## src/rtl/mbx_pkg.sv

```systemverilog
package mbx_pkg;

    localparam int MBX_DW      = 32;
    localparam int WORD_LSB    = 2;
    localparam int BANK_LSB    = 4;
    localparam int CTRL_BITS   = 6;

    typedef enum logic [1:0] {
        RG_HMSG = 2'd0,
        RG_HCTL = 2'd1,
        RG_IMSG = 2'd2,
        RG_ICTL = 2'd3
    } reg_e;

    // control word: [5:4] enables, [3:2] status, [1:0] command/trigger
    typedef struct packed {
        logic [1:0] en;
        logic [1:0] stat;
        logic [1:0] cmd;
    } ctrl_t;

    typedef struct packed {
        logic              wr;
        logic              is_io;
        reg_e              idx;
        logic [MBX_DW-1:0] wdata;
    } acc_t;

    function automatic ctrl_t ctrl_of(input logic [CTRL_BITS-1:0] bits);
        return ctrl_t'(bits);
    endfunction

    function automatic logic [MBX_DW-1:0] ctrl_word(input ctrl_t c);
        return {{(MBX_DW-CTRL_BITS){1'b0}}, c};
    endfunction

endpackage

```

## src/rtl/mbx_decode.sv

```systemverilog
module mbx_decode
    import mbx_pkg::*;
#(
    parameter int ADDR_W         = 11,
    parameter int NUM_CORE_BANKS = 3,
    parameter int CORE_BASE      = 'h400
) (
    input  logic [ADDR_W-1:WORD_LSB]     addr_word,
    output logic [NUM_CORE_BANKS:0]      bank_sel,
    output reg_e                         reg_idx
);
    localparam int NUM_BANKS = NUM_CORE_BANKS + 1;
    localparam int WIN_W     = ADDR_W - BANK_LSB;
    localparam int CORE_WIN  = CORE_BASE >> BANK_LSB;

    logic [WIN_W-1:0] win;

    assign win     = addr_word[ADDR_W-1:BANK_LSB];
    assign reg_idx = reg_e'(addr_word[BANK_LSB-1:WORD_LSB]);

    for (genvar b = 0; b < NUM_BANKS; b++) begin : g_win
        localparam int BASE_WIN = (b == 0) ? 0 : CORE_WIN + b - 1;
        assign bank_sel[b] = (win == WIN_W'(BASE_WIN));
    end

endmodule

```

## src/rtl/mbx_bank.sv

```systemverilog
module mbx_bank
    import mbx_pkg::*;
(
    input  logic              clk,
    input  logic              rst,
    input  logic              sel,
    input  acc_t              acc,
    output logic [MBX_DW-1:0] rdata,
    output logic              host_irq,
    output logic              io_irq
);
    logic [MBX_DW-1:0] host_msg, io_msg;
    ctrl_t             hctl, ictl, hctl_n, ictl_n, wr_ctl;
    logic              wr, h_wr, i_wr;
    logic [MBX_DW-1:0] rd_val;

    assign wr     = acc.wr & sel;
    assign h_wr   = wr && (acc.idx == RG_HCTL);
    assign i_wr   = wr && (acc.idx == RG_ICTL) && acc.is_io;
    assign wr_ctl = ctrl_of(acc.wdata[CTRL_BITS-1:0]);

    // next state: clear first, then hardware set on top so sets win
    always_comb begin
        hctl_n = hctl;
        ictl_n = ictl;
        if (h_wr) begin
            hctl_n.cmd  = wr_ctl.cmd;
            hctl_n.en   = wr_ctl.en;
            hctl_n.stat = hctl.stat & ~wr_ctl.stat;
        end
        if (i_wr) begin
            ictl_n.en   = wr_ctl.en;
            ictl_n.stat = ictl.stat & ~wr_ctl.stat;
        end
        if (i_wr) hctl_n.stat = hctl_n.stat | wr_ctl.cmd;
        if (h_wr) ictl_n.stat = ictl_n.stat | wr_ctl.cmd;
        ictl_n.cmd = '0;
    end

    always_ff @(posedge clk) begin
        if (rst) begin
            host_msg <= '0;
            io_msg   <= '0;
            hctl     <= '0;
            ictl     <= '0;
        end else begin
            if (wr && acc.idx == RG_HMSG) host_msg <= acc.wdata;
            if (wr && acc.idx == RG_IMSG) io_msg   <= acc.wdata;
            hctl <= hctl_n;
            ictl <= ictl_n;
        end
    end

    always_comb begin
        unique case (acc.idx)
            RG_HMSG: rd_val = host_msg;
            RG_HCTL: rd_val = ctrl_word(hctl);
            RG_IMSG: rd_val = io_msg;
            RG_ICTL: rd_val = acc.is_io ? ctrl_word(ictl) : '0;
            default: rd_val = '0;
        endcase
    end

    assign rdata    = sel ? rd_val : '0;
    assign host_irq = |(hctl.stat & hctl.en);
    assign io_irq   = |(ictl.stat & ictl.en);

endmodule

```

## src/rtl/mbx_doorbell.sv

```systemverilog
module mbx_doorbell
    import mbx_pkg::*;
#(
    parameter int ADDR_W         = 11,
    parameter int NUM_CORE_BANKS = 3,
    parameter int CORE_BASE      = 'h400
) (
    input  logic              clk,
    input  logic              rst,
    input  logic              req,
    input  logic              we,
    input  logic              is_io,
    input  logic [ADDR_W-1:0] addr,
    input  logic [MBX_DW-1:0] wdata,
    output logic [MBX_DW-1:0] rdata,
    output logic              host_irq,
    output logic              io_irq
);
    localparam int NUM_BANKS = NUM_CORE_BANKS + 1;

    logic [NUM_BANKS-1:0]  bank_sel;
    logic [NUM_BANKS-1:0]  host_v, io_v;
    logic [MBX_DW-1:0]     bank_rd [NUM_BANKS];
    logic [MBX_DW-1:0]     rd_any;
    reg_e                  reg_idx;
    acc_t                  acc;
    logic                  unused_addr_lsb;

    assign unused_addr_lsb = ^addr[WORD_LSB-1:0];

    mbx_decode #(
        .ADDR_W         (ADDR_W),
        .NUM_CORE_BANKS (NUM_CORE_BANKS),
        .CORE_BASE      (CORE_BASE)
    ) u_dec (
        .addr_word (addr[ADDR_W-1:WORD_LSB]),
        .bank_sel  (bank_sel),
        .reg_idx   (reg_idx)
    );

    assign acc.wr    = req & we;
    assign acc.is_io = is_io;
    assign acc.idx   = reg_idx;
    assign acc.wdata = wdata;

    for (genvar b = 0; b < NUM_BANKS; b++) begin : g_bank
        mbx_bank u_bank (
            .clk      (clk),
            .rst      (rst),
            .sel      (bank_sel[b]),
            .acc      (acc),
            .rdata    (bank_rd[b]),
            .host_irq (host_v[b]),
            .io_irq   (io_v[b])
        );
    end

    always_comb begin
        rd_any = '0;
        for (int b = 0; b < NUM_BANKS; b++) rd_any = rd_any | bank_rd[b];
    end

    assign rdata    = (req && !we) ? rd_any : '0;
    assign host_irq = |host_v;
    assign io_irq   = |io_v;

endmodule

```

## config.mk

```make
export PLATFORM = sky130hd
export DESIGN_NAME = mbx_doorbell
export DESIGN_NICKNAME = d
export VERILOG_FILES = /design/src/rtl/mbx_pkg.sv /design/src/rtl/mbx_decode.sv /design/src/rtl/mbx_bank.sv /design/src/rtl/mbx_doorbell.sv
export SDC_FILE = /design/constraint.sdc
export NUM_CORES = 1
export LEC_CHECK = 0
export ABC_CLOCK_PERIOD_IN_PS = 2440
export BUFFER_PORTS_ARGS = -buffer_cell sky130_fd_sc_hd__buf_2
export CORE_MARGIN = 8
export CORE_UTILIZATION = 50
export CTS_CLUSTER_DIAMETER = 40
export DETAILED_ROUTE_END_ITERATION = 6
export GPL_ROUTABILITY_DRIVEN = 1
export PLACE_DENSITY = 0.67
export SLEW_MARGIN = 15
export SYNTH_ARGS = -nofsm -noshare
export SYNTH_HDL_FRONTEND = slang
export SYNTH_SLANG_ARGS = --single-unit
export TNS_END_PERCENT = 10
```

## constraint.sdc

```tcl
create_clock -name clk -period 2.44 [get_ports clk]
set_clock_uncertainty 0.05 [all_clocks]
set_input_delay 0.244 -clock clk [delete_from_list [all_inputs] [get_ports clk]]
set_output_delay 0.244 -clock clk [all_outputs]
set_load 0.005 [all_outputs]
```

After elaboration in Yosys (flattened, before gate mapping)

Cells that the tools add are included.

Flip-flop bits (word level): 296
Bits in latches: 0
Bits in writable memories: 0
Bits in read-only memories: 0
Input bits: 48
Output and inout port bits: 34
Word-level logic and storage cells: 122
Memories: 0

Add/subtract/negate cells: 0
$mul: 0
Div/mod/pow operators: 0
Magnitude comparators: 0
Equality and inequality tests: 6
Shift operators: 0
Mux-type cells: 29
Bitwise gates (word level): 33
Reductions and logical operators: 26

Operator list:

| cell                                           | count |
|---|---|
| case mux 32 bit (4 select lines)               | 4 |
| 2-to-1 mux 32 bit                              | 5 |
| bitwise OR 32 bit                              | 3 |
| bitwise AND 2 bit                              | 16 |
| 2-to-1 mux 2 bit                               | 12 |
| 2-to-1 mux 6 bit                               | 4 |
| == test 7 bit (second input constant)          | 3 |
| logical AND 1 bit                              | 21 |
| 2-to-1 mux 4 bit                               | 4 |
| bitwise OR 2 bit                               | 8 |
| OR reduction 8 bit                             | 2 |
| zero test 7 bit                                | 1 |
| bitwise AND 1 bit                              | 5 |
| == test 2 bit (second input constant)          | 2 |
| == test 2 x 1 -> 1 bit (second input constant) | 1 |
| zero test 2 bit                                | 1 |
| NOT 2 bit                                      | 1 |
| zero test 1 bit                                | 1 |

Depth between registers and ports, before layout

Gate-level depths: netlist (run 1).

Word-level depth: 7
Gate-level depth with buffers: 7
Depth with buffers taken out: 4

By module

From an unflattened synthesis (run 1), not the netlist that was laid out.

Cell total of the unflattened synthesis: 1761
Area total of the unflattened synthesis: 14000.9 um^2

Modules (own cells, without submodules):

| module                          | times used | cells each | area an instance (um^2) | seq. area each (um^2) |
|---|---|---|---|---|
| mbx_bank (g_bank[1].u_bank ...) | 3          | 420        | 3427.0                  | 1481.4 |
| mbx_bank (g_bank[0].u_bank)     | 1          | 420        | 3276.9                  | 1481.4 |
| mbx_doorbell                    | 1          | 71         | 370.4                   | 0.0 |
| mbx_decode                      | 1          | 10         | 72.6                    | 0.0 |

Least setup slack after synthesis (run 1)

No wires, ideal clock.

Kind: input to output
Start: in addr[4]
End: out rdata[20]
Arrival: 1.726 ns
Data required time: 2.146 ns
Setup slack: 0.420 ns
Stages on the path: 6
Buffers on the path: 2
Cells stage by stage: or4b_1 -> buf_6 -> nor4_4 -> buf_6 -> a22oi_1 -> a21oi_1

Longest elaborated chain between the ends: 6
Elaborated cells on any way between the ends: 12
Classes of those cells: eq/ne: 3; mux: 5; bitwise: 3; reduce/logical: 1

Ends and longest elaborated chain:

| element                                                 | line               | RTL |
|---|---|---|
| start: declaration                                      | mbx_doorbell.sv:13 | `input logic [ADDR_W-1:0] addr,` |
| == test 7 bit / zero test 7 bit (equally long branches) | mbx_decode.sv:23   | `assign bank_sel[b] = (win == WIN_W'(BASE_WIN));` |
| 2-to-1 mux 32 bit                                       | mbx_bank.sv:64     | `assign rdata = sel ? rd_val : '0;` |
| bitwise OR 32 bit (2 in a row)                          | mbx_doorbell.sv:60 | `for (int b = 0; b < NUM_BANKS; b++) rd_any = rd_any \| bank_rd[b];` |
| bitwise OR 32 bit (*)                                   | mbx_doorbell.sv:60 |  |
| 2-to-1 mux 32 bit (*)                                   | mbx_doorbell.sv:63 | `assign rdata = (req && !we) ? rd_any : '0;` |
| end: declaration                                        | mbx_doorbell.sv:15 | `output logic [MBX_DW-1:0] rdata,` |

Mark *: on every way between the ends. The rest lies on a longest branch, timed or not.

Worst setup path in the final report (run 1)

Start: in addr[4]
End: out rdata[8]

Same word-level chain as after synthesis.

==> results of run 1 <==
-- metal layers --
| metal | wire length (um) | global-route usage [%] |
|---|---|---|
| met1 | 17770 | 32.08 |
| met2 | 18850 | 39.59 |
| met3 | 2705 | 4.373 |
| met4 | 934 | 7.117 |
| met5 | 0 | 0 |
-- Yosys cell counts, types with 3 or more instances --
cell         n
buf_6        7
nand3_1     27
mux2_2      50
dfxtp_1    296
o21ai_0     41
a21oi_2     10
a22oi_2     14
buf_2       62
nor4_2       3
a22oi_1     31
nand2_1    552
clkbuf_1    89
nor2_1       3
and2_1      16
mux4_2      17
o2bb2ai_1    8
nor3_1      52
nor4_4       3
buf_1        7
a21oi_1    317
inv_1        3
nand4_1      8
nor3_2       7
mux2i_1     60
-- kinds of logic after synthesis --
family	count (synthesis)	synth area share (%)
AND/OR/NAND/NOR	692	21.93
AO/OA/AOI/OAI	425	17.52
multiplexers	127	11.35
flip-flops	296	43.50
buffers and inverters	170	5.694
-- state kept, by name (all words and copies together) (netlist names) --
register,cells
g_bank.u_bank.ictl,16
g_bank.u_bank.hctl,24
g_bank.u_bank.io_msg,128
g_bank.u_bank.host_msg,128
-- power breakdown --
group	internal [mW]	switching, mW	total [mW]
clock network	4.08	2.31	6.39
registers	4.84	0.000920	4.84
logic	0.164	0.351	0.516
-- critical path: cells and delay by family --
| family | cells | cell delay [ps] |
|---|---|---|
| AO/OA/AOI/OAI | 2 | 300 |
| buffers and inverters | 4 | 610 |
| AND/OR/NAND/NOR | 2 | 800 |
-- layout make-up --
cell class | count | area (um2)
Clock buffer | 51 | 1126
Clock inverter | 25 | 365.4
Fill cell | 2362 | 10620
Inverter | 3 | 11.26
Multi-Input combinational cell | 1244 | 6979
Sequential cell | 296 | 5926
Tap cell | 341 | 426.7
Timing Repair Buffer | 183 | 1424
-- repair_timing --
item / in CTS / in global routing
endpoints found under the hold margin: 196 / 0
hold buffers: 28 / 0
endpoints found under the setup margin: 0 / 27
resized for setup: 0 / 2
-- worst max-delay path by stage --
stage,cells past startpoint,from,end
6_report,8,addr[4],rdata[8]
3_3_place_gp,8,addr[4],rdata[4]
2_1_floorplan,6,addr[4],rdata[20]
4_1_cts,8,addr[4],rdata[4]
3_5_place_dp,8,addr[4],rdata[4]
5_1_grt,8,addr[4],rdata[8]
==> run summary, run 1 <==
initial antenna violation count = 0
Crit Path Max Fanout = 24
R2R cell count = 2
Worst R2R Start = g_bank[2].u_bank.hctl[2]
Setup Fix Bufs, Post-CTS = 0
Layout Nets = 1818
Hold Path Cell Cnt = 3
Hold Path Class = in2reg
CTS Buffer Depth = 3
Die Y = 181.1 um
commonest cells after routing, fill and taps aside = 552 x nand2_1, 317 x a21oi_1, 296 x dfxtp_1
Syn Inst Count = 1710
Post-Syn Area = 13620 um2
relative max-transition margin = 60.21%
Die Span X = 181.1 um
Finish-stage setup viols = 0
cell area after layout = 16260 um2
CP most frequent cell = buf_2
Hold Startpoint = wdata[1]
status = finished, final reports clean
Reg2Reg Setup Slack = 1640 ps
Synthesis Warnings = 0
Slowest cell on crit path = or4_4
Critical Path RT = 2150 ps
FF-to-FF End = g_bank[2].u_bank.hctl[2]
CP endpoint kind = output pin
max_cap viols = 0
final weighted congestion in routability-driven placement = 0.9203
dpl cells = 2039
Post-synth ARST share = 0%
drt pass-1 iters = 5
Power, Total = 11.74 mW
1st-iter DRT viols = 1185
post-place setup slack = 13.90 ps
# DRC = 0
root buffer cell = clkbuf_16
Hold Slack = 103.6 ps
Starting Density = 50.69%
commonest non-fill, non-tap cell in the layout = nand2_1
synthesis-stage register bit count = 296
number of global-route vias before repair = 12024
WL/cell = 18.79 um
crit start category = input port
period utilisation layout = 94.43%
TritonCTS Buffers = 42
CTS tree = built
most common flop cell mapped by yosys = dfxtp_1
number of flops mapped to enable cells by yosys = 0
clock-pin transition on the worst setup and hold timing paths = 60 ps
die area = 32780 um2
Area growth syn-to-layout = 19.34%
WHS Endpoint = g_bank[1].u_bank.host_msg[1]
Final Max Slew Viols = 0
largest area contributor in the netlist = dfxtp_1
Distinct cells, synth = 45
antenna diode count = 0
Critical Path AT = 2010 ps
slowest stage delay, CP = 590 ps
FMAX = 434.0 MHz
Worst-Margin Slew = 596.8 ps
Synth top area share = 43.50%
GRT overflow = 0
Cell Rows = 60
core box area = 26880 um2
port bufs = 79
post-route ant nets = 0
DR vias = 12374
Synth Net Count = 1758
Max H-tree Level = 2
DP Area = 14480 um2
Final min period = 2304 ps
VDD IR-drop max = 0.5603 mV
total track usage = 24.16%
first-pass GRT wire length = 65.03 mm
critical path cell sequence = buf_2 > buf_4 > or4_4 > nor3_4 > buf_12 > a22oi_1 > a21oi_1 > buf_2
fin util = 60.49%
number of top-level pins = 82
Final TNS setup = 0 ps
Mapped Avg Cell Area = 7.967 um2
Pwr per Cell Area = 722.2 nW/um2
RSZ-0062 raised after global routing = false
vias per cell = 5.774
endpoints failing hold = 0
drt total wl = 40.26 mm
register area share after synthesis = 43.50%
fin cells = 2143
kind of critical path = in2out
Worst-Skew Late Latency = 510 ps
pin count of the biggest net entering global routing = 81
CTS sink cnt = 296
LEAKAGE = 5.555 nW
largest cells by area after synthesis = dfxtp_1 43%, nand2_1 15%, a21oi_1 12%
post-detail-place hpwl = 25.52 mm
layout cells sized above 1 = 18.87%
Setup WS post-layout = 135.9 ps
Power figures use the tool's default switching activity.
==> inputs of run 2 (changes only) <==
--- a/config.mk
+++ b/config.mk
@@ -5,6 +5,7 @@
 export SDC_FILE = /design/constraint.sdc
 export NUM_CORES = 1
 export LEC_CHECK = 0
+export ABC_AREA = 1
 export ABC_CLOCK_PERIOD_IN_PS = 2440
 export BUFFER_PORTS_ARGS = -buffer_cell sky130_fd_sc_hd__buf_2
 export CORE_MARGIN = 8
@@ -12,7 +13,7 @@
 export CTS_CLUSTER_DIAMETER = 40
 export DETAILED_ROUTE_END_ITERATION = 6
 export GPL_ROUTABILITY_DRIVEN = 1
-export PLACE_DENSITY = 0.67
+export PLACE_DENSITY = 0.68
 export SLEW_MARGIN = 15
 export SYNTH_ARGS = -nofsm -noshare
 export SYNTH_HDL_FRONTEND = slang
==> run 2 against run 1 <==
- maximum frequency increased by 13%
- largest power group unchanged
- combinational power rose by 8.9%
- global-route usage fell by 0.21 points
- clock-buffer cell count down 1
- die area rose by 1.7%
- largest cell class unchanged
==> run summary, run 2 <==
internal power = 8.813 mW (-3.0%)
Final min period = 2036 ps (-268.1 ps)
number of flops mapped to enable cells by yosys = 0 (unchanged)
met1 usage in global routing = 31.41% (-0.67 points)
Synthesis Warnings = 0 (unchanged)
cell with the most instances after synthesis = nand2_1
antenna diode count = 0 (unchanged)
Cell Rows = 61 (+1.7%)
slowest stage delay, CP = 330 ps (-260 ps)
number of top-level pins = 82 (unchanged)
commonest non-fill, non-tap cell in the layout = nand2_1
Area growth syn-to-layout = 16.06%
WHS Endpoint = g_bank[2].u_bank.host_msg[19]
Finish-stage setup viols = 0 (unchanged)
layout cells sized above 1 = 11.60% (-7.3 points)
core box area = 27550 um2 (+2.5%)
clock-pin transition on the worst setup and hold timing paths = 60 ps (about the same)
met3 Usage GRT = 3.838% (-0.54 points)
multi-input logic area = 6536 um2 (-6.3%)
post-place setup slack = 348.8 ps (+334.9 ps)
Synth Net Count = 2099 (+19%)
Hold Startpoint = wdata[19]
crit start category = input port
CTS tree = built
most common flop cell mapped by yosys = dfxtp_1
CP endpoint kind = output pin
number of global-route vias before repair = 12711 (+5.7%)
# DRC = 0 (unchanged)
Final TNS setup = 0 ps (unchanged)
FF-to-FF End = g_bank[0].u_bank.hctl[5]
status = finished, final reports clean
Hold Slack = 15.66 ps (-87.91 ps)
Post-synth ARST share = 0% (unchanged)
Worst-Skew Late Latency = 520 ps (about the same)
WL/cell = 16.31 um (-13%)
Critical Path AT = 1740 ps (-270 ps)
Worst R2R Start = g_bank[0].u_bank.hctl[5]
CTS sink cnt = 296 (unchanged)
Hold Path Class = in2reg
Crit Path Max Fanout = 12 (-50%)
kind of critical path = in2out
port bufs = 79 (unchanged)
GRT overflow = 0 (unchanged)
Die Y = 182.6 um (+0.85%)
sequential cell area = 5926 um2 (unchanged)
met2 Usage GRT = 39.46% (-0.13 points)
Mapped Avg Cell Area = 6.767 um2 (-15%)
FMAX = 491.2 MHz (+13%)
Psw = 2.836 mW (+6.6%)
total track usage = 23.95% (-0.21 points)
Die Span X = 182.6 um (+0.85%)
Distinct cells, synth = 27 (-40%)
Hold Path Cell Cnt = 3 (unchanged)
Synth top area share = 42.69% (-0.80 points)
max_cap viols = 0 (unchanged)
first-pass GRT wire length = 66.62 mm (+2.4%)
Synth top cells by count = 611 x nand2_1, 296 x dfxtp_1, 289 x a21oi_1
initial antenna violation count = 0 (unchanged)
Starting Density = 50.37% (-0.31 points)
Net Sw Frac = 24.34% (+1.7 points)
GRT busiest layer = met2
VDD IR-drop max = 0.4907 mV (-12%)
largest cells by area after synthesis = dfxtp_1 43%, nand2_1 17%, a21oi_1 10%
Setup WS post-layout = 404.0 ps (+268.1 ps)
critical path cell sequence = buf_2 > nor2_2 > nand2_2 > nor2_4 > buf_4 > and2_1 > nor2_1 > nor2_1 > buf_2
vias per cell = 5.492 (-4.9%)
Clock power frac = 53.6% (-0.8 points)
final weighted congestion in routability-driven placement = 0.8555 (-7.0%)
commonest cells after routing, fill and taps aside = 611 x nand2_1, 296 x dfxtp_1, 289 x a21oi_1
Max H-tree Level = 2 (unchanged)
combinational share of power = 4.8% (+0.4 points)
RSZ-0062 raised after global routing = false
R2R cell count = 2 (unchanged)
Pwr per Cell Area = 723.1 nW/um2 (+0.12%)
period utilisation layout = 83.44% (-11 points)
Slowest cell on crit path = nor2_4
filler instances = 2577 (+9.1%)
1st-iter DRT viols = 1257 (+6.1%)
Syn Inst Count = 2051 (+20%)
Post-Syn Area = 13880 um2 (+1.9%)
Layout Nets = 2118 (+17%)
largest area contributor in the netlist = dfxtp_1
Reg2Reg Setup Slack = 1720 ps (+80 ps)
Worst-Margin Slew = 773.7 ps (+176.9 ps)
TritonCTS Buffers = 44 (+4.8%)
die area = 33350 um2 (+1.7%)
Final Max Slew Viols = 0 (unchanged)
CTS Buffer Depth = 3 (unchanged)
Critical Path RT = 2150 ps (about the same)
drt pass-1 iters = 6 (+1)
biggest regs = g_bank.u_bank.host_msg (128), g_bank.u_bank.io_msg (128), g_bank.u_bank.hctl (24)
synthesis-stage register bit count = 296 (unchanged)
drt total wl = 40.46 mm (+0.50%)
root buffer cell = clkbuf_16
Sequential Power Share = 41.5% (+0.3 points)
endpoints failing hold = 0 (unchanged)
relative max-transition margin = 48.42% (-12 points)
DR vias = 13626 (+10%)
register area share after synthesis = 42.69% (-0.80 points)
pin count of the biggest net entering global routing = 159 (+96%)
post-route ant nets = 0 (unchanged)
LEAKAGE = 6.112 nW (+10%)
post-detail-place hpwl = 24.10 mm (-5.6%)
run 2: cell type report:
cell class	instances	share of cell area [%]
clock buffer	50	7.293
clock inverter	29	1.849
inverter	164	3.852
multi-input combinational	1420	40.57
sequential	296	36.78
tap	378	2.936
timing repair buffer	144	6.711
run 2: power by group through the flow:
stage / combinational [mW] / sequential, mW / clock, mW
floorplan: 0.321 / 4.94 / 0
global placement: 0.537 / 4.94 / 0
detailed placement: 0.542 / 4.94 / 0
CTS: 0.554 / 4.84 / 6.33
global route: 0.607 / 4.84 / 6.54
finish: 0.562 / 4.84 / 6.25
run 2: per-layer routing:
metal,vias to the layer above,share of wire (%)
li1,6789,-
met1,6280,44
met2,482,46
met3,75,6.7
met4,0,2.7
met5,-,0
run 2: cell families after synthesis:
group           after synthesis  share of synthesized area [%]
flops                       296                          42.69
buf+inv                     335                          10.30
compound gates              485                          18.03
simple gates                935                          28.97
run 2: timing repair:
item | in CTS | in global routing
buffers inserted | 0 | 0
hold endpoints to repair | 16 | 0
setup endpoints to repair | 0 | 0
hold buffers | 8 | 0
gates resized for setup | 0 | 0
run 2: stage by stage:
| step | std cells | util, % | instance area [um2] | power, mW |
|---|---|---|---|---|
| final | 2481 | 58.47 | 16110 | 11.65 |
| after global placement | 2394 | 52.83 | 14560 | 5.479 |
| after detailed placement | 2394 | 52.83 | 14560 | 5.485 |
| after CTS | 2481 | 58.47 | 16110 | 11.72 |
| after floorplan | 2051 | - | 13880 | 5.263 |
| after global routing | 2481 | 58.47 | 16110 | 11.98 |
run 2: critical path, delay by kind of cell:
| family | cells | cell delay [ps] |
|---|---|---|
| and+or+nand+nor | 6 | 1030 |
| buffers and inverters | 3 | 450 |
run 2: worst max-delay path by stage:
stage	from	slack [ps]	end
floorplan	addr[9]	870	rdata[20]
global placement	addr[9]	400	g_bank[1].u_bank.host_msg[31]
detailed placement	addr[9]	350	g_bank[1].u_bank.host_msg[31]
CTS	addr[3]	430	rdata[13]
global route	addr[9]	260	rdata[30]
finish	addr[9]	400	rdata[30]
